File: src/rtl/half_widen_pkg.sv
package half_widen_pkg;
  localparam int HALF_W     = 16;
  localparam int HALF_EXP_W = 5;
  localparam int HALF_FRC_W = 10;
  localparam int HALF_BIAS  = 15;
  localparam int SGL_W      = 32;
  localparam int SGL_EXP_W  = 8;
  localparam int SGL_FRC_W  = 23;
  localparam int SGL_BIAS   = 127;
  localparam int EXP_ADJ    = SGL_BIAS - HALF_BIAS;      // 112
  localparam int SUB_BASE   = EXP_ADJ + 1;               // 113
  localparam int PAD_W      = SGL_FRC_W - HALF_FRC_W;    // 13
  localparam int LZ_W       = $clog2(HALF_FRC_W + 1);

  typedef struct packed {
    logic load;
    logic clear;
  } cvtCtl_t;
endpackage

File: src/rtl/half_widen_lzc.sv
module half_widen_lzc #(
  parameter int WIDTH = 10,
  localparam int CW = $clog2(WIDTH + 1)
) (
  input  logic [WIDTH-1:0] vec,
  output logic [CW-1:0]    cnt
);
  // Scan upward; the highest set bit is written last and wins.
  always_comb begin
    cnt = CW'(WIDTH);
    for (int i = 0; i < WIDTH; i++) begin
      if (vec[i]) cnt = CW'(WIDTH - 1 - i);
    end
  end
endmodule

File: src/rtl/half_widen_ctrl.sv
module half_widen_ctrl
  import half_widen_pkg::*;
(
  input  logic    clk,
  input  logic    rst,
  input  logic    inVld,
  output cvtCtl_t ctl,
  output logic    outVld
);
  always_comb begin
    ctl.clear = rst;
    ctl.load  = inVld & ~rst;
  end

  always_ff @(posedge clk) begin
    if (rst) outVld <= 1'b0;
    else     outVld <= inVld;
  end


  vld_follow_chk: assert property (@(posedge clk) disable iff (rst) inVld |=> outVld);

  vld_drop_chk: assert property (@(posedge clk) disable iff (rst) !inVld |=> !outVld);
endmodule

File: src/rtl/half_widen_dp.sv
module half_widen_dp
  import half_widen_pkg::*;
(
  input  logic              clk,
  input  logic              rst,
  input  cvtCtl_t           ctl,
  input  logic [HALF_W-1:0] inHalf,
  output logic [SGL_W-1:0]  outWord
);
  logic                  sgn;
  logic [HALF_EXP_W-1:0] hExp;
  logic [HALF_FRC_W-1:0] hFrac;
  logic [LZ_W-1:0]       lzCnt;
  logic [LZ_W-1:0]       shiftAmt;
  logic [HALF_FRC_W-1:0] normFrac;
  logic [SGL_EXP_W-1:0]  subExp;
  logic [SGL_EXP_W-1:0]  nrmExp;
  logic [SGL_W-1:0]      wideWord;

  assign sgn   = inHalf[HALF_W-1];
  assign hExp  = inHalf[HALF_W-2 -: HALF_EXP_W];
  assign hFrac = inHalf[HALF_FRC_W-1:0];

  half_widen_lzc #(.WIDTH(HALF_FRC_W)) uLzc (
    .vec (hFrac),
    .cnt (lzCnt)
  );

  always_comb begin
    shiftAmt = lzCnt + LZ_W'(1);
    normFrac = hFrac << shiftAmt;
    subExp   = SGL_EXP_W'(SUB_BASE) - SGL_EXP_W'(shiftAmt);
    nrmExp   = SGL_EXP_W'(hExp) + SGL_EXP_W'(EXP_ADJ);
    if (hExp == '0 && hFrac == '0)
      wideWord = {sgn, {(SGL_W-1){1'b0}}};
    else if (hExp == '0)
      wideWord = {sgn, subExp, normFrac, {PAD_W{1'b0}}};
    else if (hExp == '1)
      wideWord = {sgn, {SGL_EXP_W{1'b1}}, hFrac, {PAD_W{1'b0}}};
    else
      wideWord = {sgn, nrmExp, hFrac, {PAD_W{1'b0}}};
  end

  always_ff @(posedge clk) begin
    if (ctl.clear)     outWord <= '0;
    else if (ctl.load) outWord <= wideWord;
  end


  sign_move_chk: assert property (@(posedge clk) disable iff (rst)
    ctl.load |=> outWord[SGL_W-1] == $past(inHalf[HALF_W-1]));

  zero_keep_chk: assert property (@(posedge clk) disable iff (rst)
    ctl.load |=> ((outWord[SGL_W-2:0] == '0) == ($past(inHalf[HALF_W-2:0]) == '0)));

  special_exp_chk: assert property (@(posedge clk) disable iff (rst)
    ctl.load |=> ((outWord[SGL_W-2 -: SGL_EXP_W] == '1) ==
                  ($past(inHalf[HALF_W-2 -: HALF_EXP_W]) == '1)));

  word_hold_chk: assert property (@(posedge clk) disable iff (rst)
    !ctl.load |=> $stable(outWord));
endmodule

File: src/rtl/half_widen_top.sv
module half_widen_top
  import half_widen_pkg::*;
(
  input  logic              clk,
  input  logic              rst,
  input  logic              inVld,
  input  logic [HALF_W-1:0] inHalf,
  output logic              outVld,
  output logic [SGL_W-1:0]  outWord
);
  cvtCtl_t ctl;

  half_widen_ctrl uCtrl (
    .clk    (clk),
    .rst    (rst),
    .inVld  (inVld),
    .ctl    (ctl),
    .outVld (outVld)
  );

  half_widen_dp uDp (
    .clk     (clk),
    .rst     (rst),
    .ctl     (ctl),
    .inHalf  (inHalf),
    .outWord (outWord)
  );
endmodule

File: config.mk
export PLATFORM = sky130hd
export DESIGN_NAME = half_widen_top
export DESIGN_NICKNAME = d
export VERILOG_FILES = /design/src/rtl/half_widen_pkg.sv /design/src/rtl/half_widen_lzc.sv /design/src/rtl/half_widen_ctrl.sv /design/src/rtl/half_widen_dp.sv /design/src/rtl/half_widen_top.sv
export SDC_FILE = /design/constraint.sdc
export NUM_CORES = 1
export LEC_CHECK = 0
export BUFFER_PORTS_ARGS = -buffer_cell sky130_fd_sc_hd__buf_4
export CELL_PAD_IN_SITES_DETAIL_PLACEMENT = 1
export CELL_PAD_IN_SITES_GLOBAL_PLACEMENT = 1
export CORE_MARGIN = 2
export CORE_UTILIZATION = 35
export CTS_CLUSTER_DIAMETER = 60
export DETAILED_ROUTE_END_ITERATION = 8
export GPL_TIMING_DRIVEN = 0
export HOLD_SLACK_MARGIN = 0.03
export MAX_ROUTING_LAYER = met4
export PLACE_DENSITY_LB_ADDON = 0.1
export SLEW_MARGIN = 20
export SYNTH_ARGS = -nofsm -noshare
export SYNTH_HDL_FRONTEND = slang
export SYNTH_SLANG_ARGS = --single-unit
File: constraint.sdc
create_clock -name clk -period 3.9 [get_ports clk]
set_clock_uncertainty 0.15 [all_clocks]
set_input_delay 0.78 -clock clk [delete_from_list [all_inputs] [get_ports clk]]
set_output_delay 0.78 -clock clk [all_outputs]
set_load 0.005 [all_outputs]
After elaboration in Yosys (flattened, before gate mapping)
Index checks and enable logic that the tools add are counted.
{"block": "classes", "add_sub_neg": 3, "eq_ne": 1, "shifts": 1, "n_mux": 13, "n_bitwise": 2, "reduce_logical": 3}
{"op": "31-bit two-way mux", "n": 3}
{"op": "4-bit two-way mux", "n": 9}
{"op": "10-bit zero test", "n": 1}
{"op": "10-bit by 4-bit left shift with 10-bit output", "n": 1}
{"op": "5-bit by 7-bit adder with 8-bit output (second input constant)", "n": 1}
{"op": "7-bit by 4-bit subtractor with 8-bit output (first input constant)", "n": 1}
{"op": "5-bit == test (second input constant)", "n": 1}
{"op": "5-bit zero test", "n": 1}
{"op": "4-bit by 1-bit adder with 4-bit output (second input constant)", "n": 1}
{"op": "2-bit two-way mux", "n": 1}
{"op": "1-bit bitwise AND", "n": 1}
{"op": "1-bit logical AND", "n": 1}
{"op": "1-bit NOT", "n": 1}
{"block": "word_totals", "register_bits": 33, "in_bits": 19, "out_inout_bits": 33, "word_cells": 25}

Longest topological paths before layout
{"block": "logic_depth", "ltp_word": 14, "depth_mapped": 11, "depth_no_buf": 10}

Hierarchy
Synthesis repeated with hierarchy kept, for this count alone.
{"block": "unflattened", "cells_unflattened": 199, "hier_area_um2": 1591.5}
{"mod": "half_widen_dp", "n_inst": 1, "cells_per_inst": 178, "area_each_um2": 1453.9, "seq_area_each_um2": 360.3}
{"mod": "half_widen_lzc", "n_inst": 1, "cells_per_inst": 17, "area_each_um2": 97.6, "seq_area_each_um2": 0.0}
{"mod": "half_widen_ctrl", "n_inst": 1, "cells_per_inst": 4, "area_each_um2": 40.0, "seq_area_each_um2": 20.0}

Worst setup path after synthesis
No wires, ideal clock.
{"block": "synth_timing", "path_kind": "input-to-reg", "from": "in inHalf[5]", "to": "reg uDp.outWord[22]", "setup_ps": 73, "t_arrival_ps": 2796, "t_required_ps": 3677, "setup_slack_ps": 881, "stages": 10, "n_path_buf": 2, "cell_sequence": "clkbuf_1 -> nor4_2 -> o21ai_0 -> nand2_1 -> ha_1 -> buf_2 -> inv_1 -> mux4_2 -> a21boi_1 -> o22ai_2"}
{"block": "synth_via", "elab_chain_cells": 9, "word_cells_on_any_way": 11, "cone_classes": "add/sub: 1; shift: 1; mux: 7; reduce/logical: 2"}
{"element": "start, declared", "line": "half_widen_top.sv:7", "rtl": "input logic [HALF_W-1:0] inHalf,"}
{"element": "4-bit two-way mux (5 in series)", "line": "half_widen_lzc.sv:12", "rtl": "if (vec[i]) cnt = CW'(WIDTH - 1 - i);"}
{"element": "4-bit by 1-bit adder with 4-bit output", "line": "half_widen_dp.sv:30", "rtl": "shiftAmt = lzCnt + LZ_W'(1);"}
{"element": "10-bit by 4-bit left shift with 10-bit output", "line": "half_widen_dp.sv:31", "rtl": "normFrac = hFrac << shiftAmt;"}
{"element": "31-bit two-way mux", "line": "half_widen_dp.sv:36", "rtl": "else if (hExp == '0)"}
{"element": "31-bit two-way mux (*)", "line": "half_widen_dp.sv:34", "rtl": "if (hExp == '0 && hFrac == '0)"}
{"element": "end signal, assigned", "line": "half_widen_dp.sv:46", "rtl": "else if (ctl.load) outWord <= wideWord;"}
{"element": "end, declared", "line": "half_widen_dp.sv:8", "rtl": "output logic [SGL_W-1:0] outWord"}
Mark *: on every way between the ends. The rest lies on a longest branch, timed or not.
A chain may end at the register's enable or synchronous reset.

Worst setup path after layout
Ends and elaborated chain as after synthesis.

==> flow_summary.ini <==
[route]
viasPerCell = 5.45
dr.pass1.iters = 4
drtIter0Drc = 100
final_antenna_net_count = 0
via_count = 1652
wl_per_cell_um = 16.3
drc_errors = 0
totalWireLength_mm = 4.93

[timing]
finalSetupViolCount = 0
fin_ws_ps = 599
slew_headroom_pct = 52.1
max_freq_mhz = 303
final_max_slew_viol_count = 0
finalSetupTns_ps = 0
hold_viol_final = 0
fin_crit_ps = 3300
hold-worst-slack_ps = 320
worst_pin_slew_ps = 700
rsz0062_at_grt = no
period_share_pct = 84.6

[worst_setup_path]
path_cells = buf_4 > clkbuf_1 > nor4_2 > o21ai_0 > nand2_1 > ha_1 > buf_2 > inv_1 > mux4_2 > a21boi_1 > o22ai_2
path_buf_inv = 4
cpMaxStageDelayCell = mux4_2
endpoint_kind = register
reg2reg_depth = 5
critPathMaxFanout = 10
crit_arrival_ps = 3340
cpPeakStageDelay_ps = 550
r2r_end = uDp.outWord[21]$_SDFFE_PP0P_
worstSetupStartpointType = primary input
r2r-start = uDp.outWord[21]$_SDFFE_PP0P_
required_ps = 3940
cp_top_family = buffers and inverters
r2r_slack_ps = 2660
path_class = primary input to register

[clocking]
root_buffer = clkbuf_8
clkTransAtPathRegs_ps = 80
cts_tree = done
cts_hold_buf = 0
h-tree-depth = 1
cts_resized = 0
cts.sinks = 19
cts_setup_buffers = 0
insertion_delay_ps = 260
clock_path_buffers = 2
cts_made_buffers = 3

[logic_synthesis]
synth-edff-count = 0
synth-main-ff-cell = dfxtp_1
synth_area_leader_cell = dfxtp_1
async_reset_ff_share_pct = 0
synth_compound_area_share_pct = 31.0
synthXorXnorAreaFrac_pct = 2.64
synth-adder-area-share_pct = 0.801
synth.top_cell.area_share_pct = 24.3
synthesis.area_um2 = 1560
synthSimpleGateAreaFrac_pct = 22.7
synth_cell_types = 59
synthTopCellsByArea = dfxtp_1, a21oi_1, buf_4, nor2_1, nand2_1
yosysSeqAreaShare_pct = 24.3
synth.most_common_cell = a21oi_1
synth_top_family_by_area = compound AO/OA/AOI/OAI gates
ys_top_cells_by_count = a21oi_1, dfxtp_1, nor2_1, buf_4, nand2_1
synth.ff_latch_count = 19
syn_inst = 201
synth.avg_cell_area_um2 = 7.77
synthMuxAreaShare_pct = 5.44
ys_warn_count = 0

[die]
initial_utilization_pct = 36.1
dieWidth_um = 70.8
pin_count = 52
die_h_um = 70.8
std_cell_rows = 24
fp.coreArea_um2 = 4320
die_area_um2 = 5020

[run]
maxCapViolCount = 0

[cells_and_area]
num_antenna_cells = 0
areaGrowthSynthToFinish_pct = 26.5
drive_above_1_share_pct = 28.7
fin_nets = 272
postLayoutCoreUtil_pct = 45.7

[grt]
grt_antenna_before_repair = 0
grt_pass1_wl_mm = 8.17
grt_max_degree = 13
grt_pass1_vias = 1608
grt.overflow.total = 0
track_usage_pct = 20.8

[power_and_ir_drop]
pwr_density_cell_nw_per_um2 = 271
ir_worst_vdd_uv = 241
p_leak_uw = 0.000869

[placement]
dp_slack_ps = 303
gp_congestion = 0.922
io_buffers = 34
dpl.hpwl_mm = 3.82

[min_path]
hold_path.class = register to register
worstHoldEndpoint = uDp.outWord[27]$_SDFFE_PP0P_
hold_depth = 2
worstHoldStart = uDp.outWord[27]$_SDFFE_PP0P_

[outcome]
status = finished clean
## routing by layer
metal  share of wire (%)  track usage, %
met1                  49            28.9
met2                  47            33.9
met3                 3.2            2.99
met4                0.39            1.26
met5                   0               -
## power by group
group          total, uW  switching (uW)  internal [uW]
sequential           209            5.42            204
clock                146            73.9           72.1
combinational        181            98.3           82.5
## cells by family after synthesis
kind of cell	count (synthesis)
compound gates	70
simple gates	66
buf+inv	34
flops	19
mux	7
xor+xnor	3
fa+ha+maj	1
other cells	1
## layout make-up
type | count | area [um2]
well taps | 52 | 65.1
clock buffers | 3 | 41.3
flip-flops and latches | 19 | 380
plain buffers | 28 | 178
inverters | 6 | 22.5
multi-input cells | 160 | 1030
repair buffers | 34 | 255
fillers | 551 | 2350
clock inverters | 1 | 7.51
## placed cells by master (no fill, tap or decap), drive strengths merged, types with 2 or more instances in the layout
cell type / synthesis / final
buf: 20 / 54
a21oi: 22 / 22
dfxtp: 19 / 19
nor2: 19 / 19
conb: 1 / 13
nand2: 12 / 12
clkbuf: 8 / 11
o21ai: 9 / 9
and3: 6 / 6
inv: 6 / 6
nand3: 5 / 5
nor3: 5 / 5
a211oi: 4 / 4
a21o: 4 / 4
mux2i: 4 / 4
nor2b: 4 / 4
nor4: 4 / 4
nand2b: 3 / 3
o31ai: 3 / 3
nor3b: 3 / 3
a32oi: 3 / 3
a21boi: 3 / 3
o22ai: 3 / 3
o311a: 2 / 2
o32ai: 2 / 2
mux2: 2 / 2
nand3b: 2 / 2
a221oi: 2 / 2
xnor2: 2 / 2
## flip-flops by register name, indices dropped and copies added, names as in the netlist
name	flops
uCtrl.outVld	1
uDp.outWord	18
## worst max path at each step
| stage | start | endpoint | slack, ps | depth (start not counted) |
|---|---|---|---|---|
| after global placement | inHalf[5] | uDp.outWord[22]$_SDFFE_PP0P_ | 260 | 11 |
| after detailed placement | inHalf[5] | uDp.outWord[22]$_SDFFE_PP0P_ | 300 | 11 |
| after floorplan | inHalf[5] | uDp.outWord[22]$_SDFFE_PP0P_ | 880 | 10 |
| after CTS | inHalf[5] | uDp.outWord[22]$_SDFFE_PP0P_ | 560 | 11 |
| after global routing | inHalf[5] | uDp.outWord[22]$_SDFFE_PP0P_ | 360 | 11 |
| final | inHalf[5] | uDp.outWord[22]$_SDFFE_PP0P_ | 600 | 11 |
## metrics by stage
stage / instance area (um2) / cells / power, uW
after floorplan: 1610 / 213 / 329
after global placement: 1930 / 299 / 392
after detailed placement: 1930 / 299 / 393
after CTS: 1980 / 303 / 535
after global routing: 1980 / 303 / 562
final: 1980 / 303 / 536
## tightest hold or removal path, stage by stage (launching register included)
cell and delay [ps]:
dfxtp_1 320, nand2_1 50, a21oi_1 60
No activity file was read; power rests on OpenSTA's default activity.
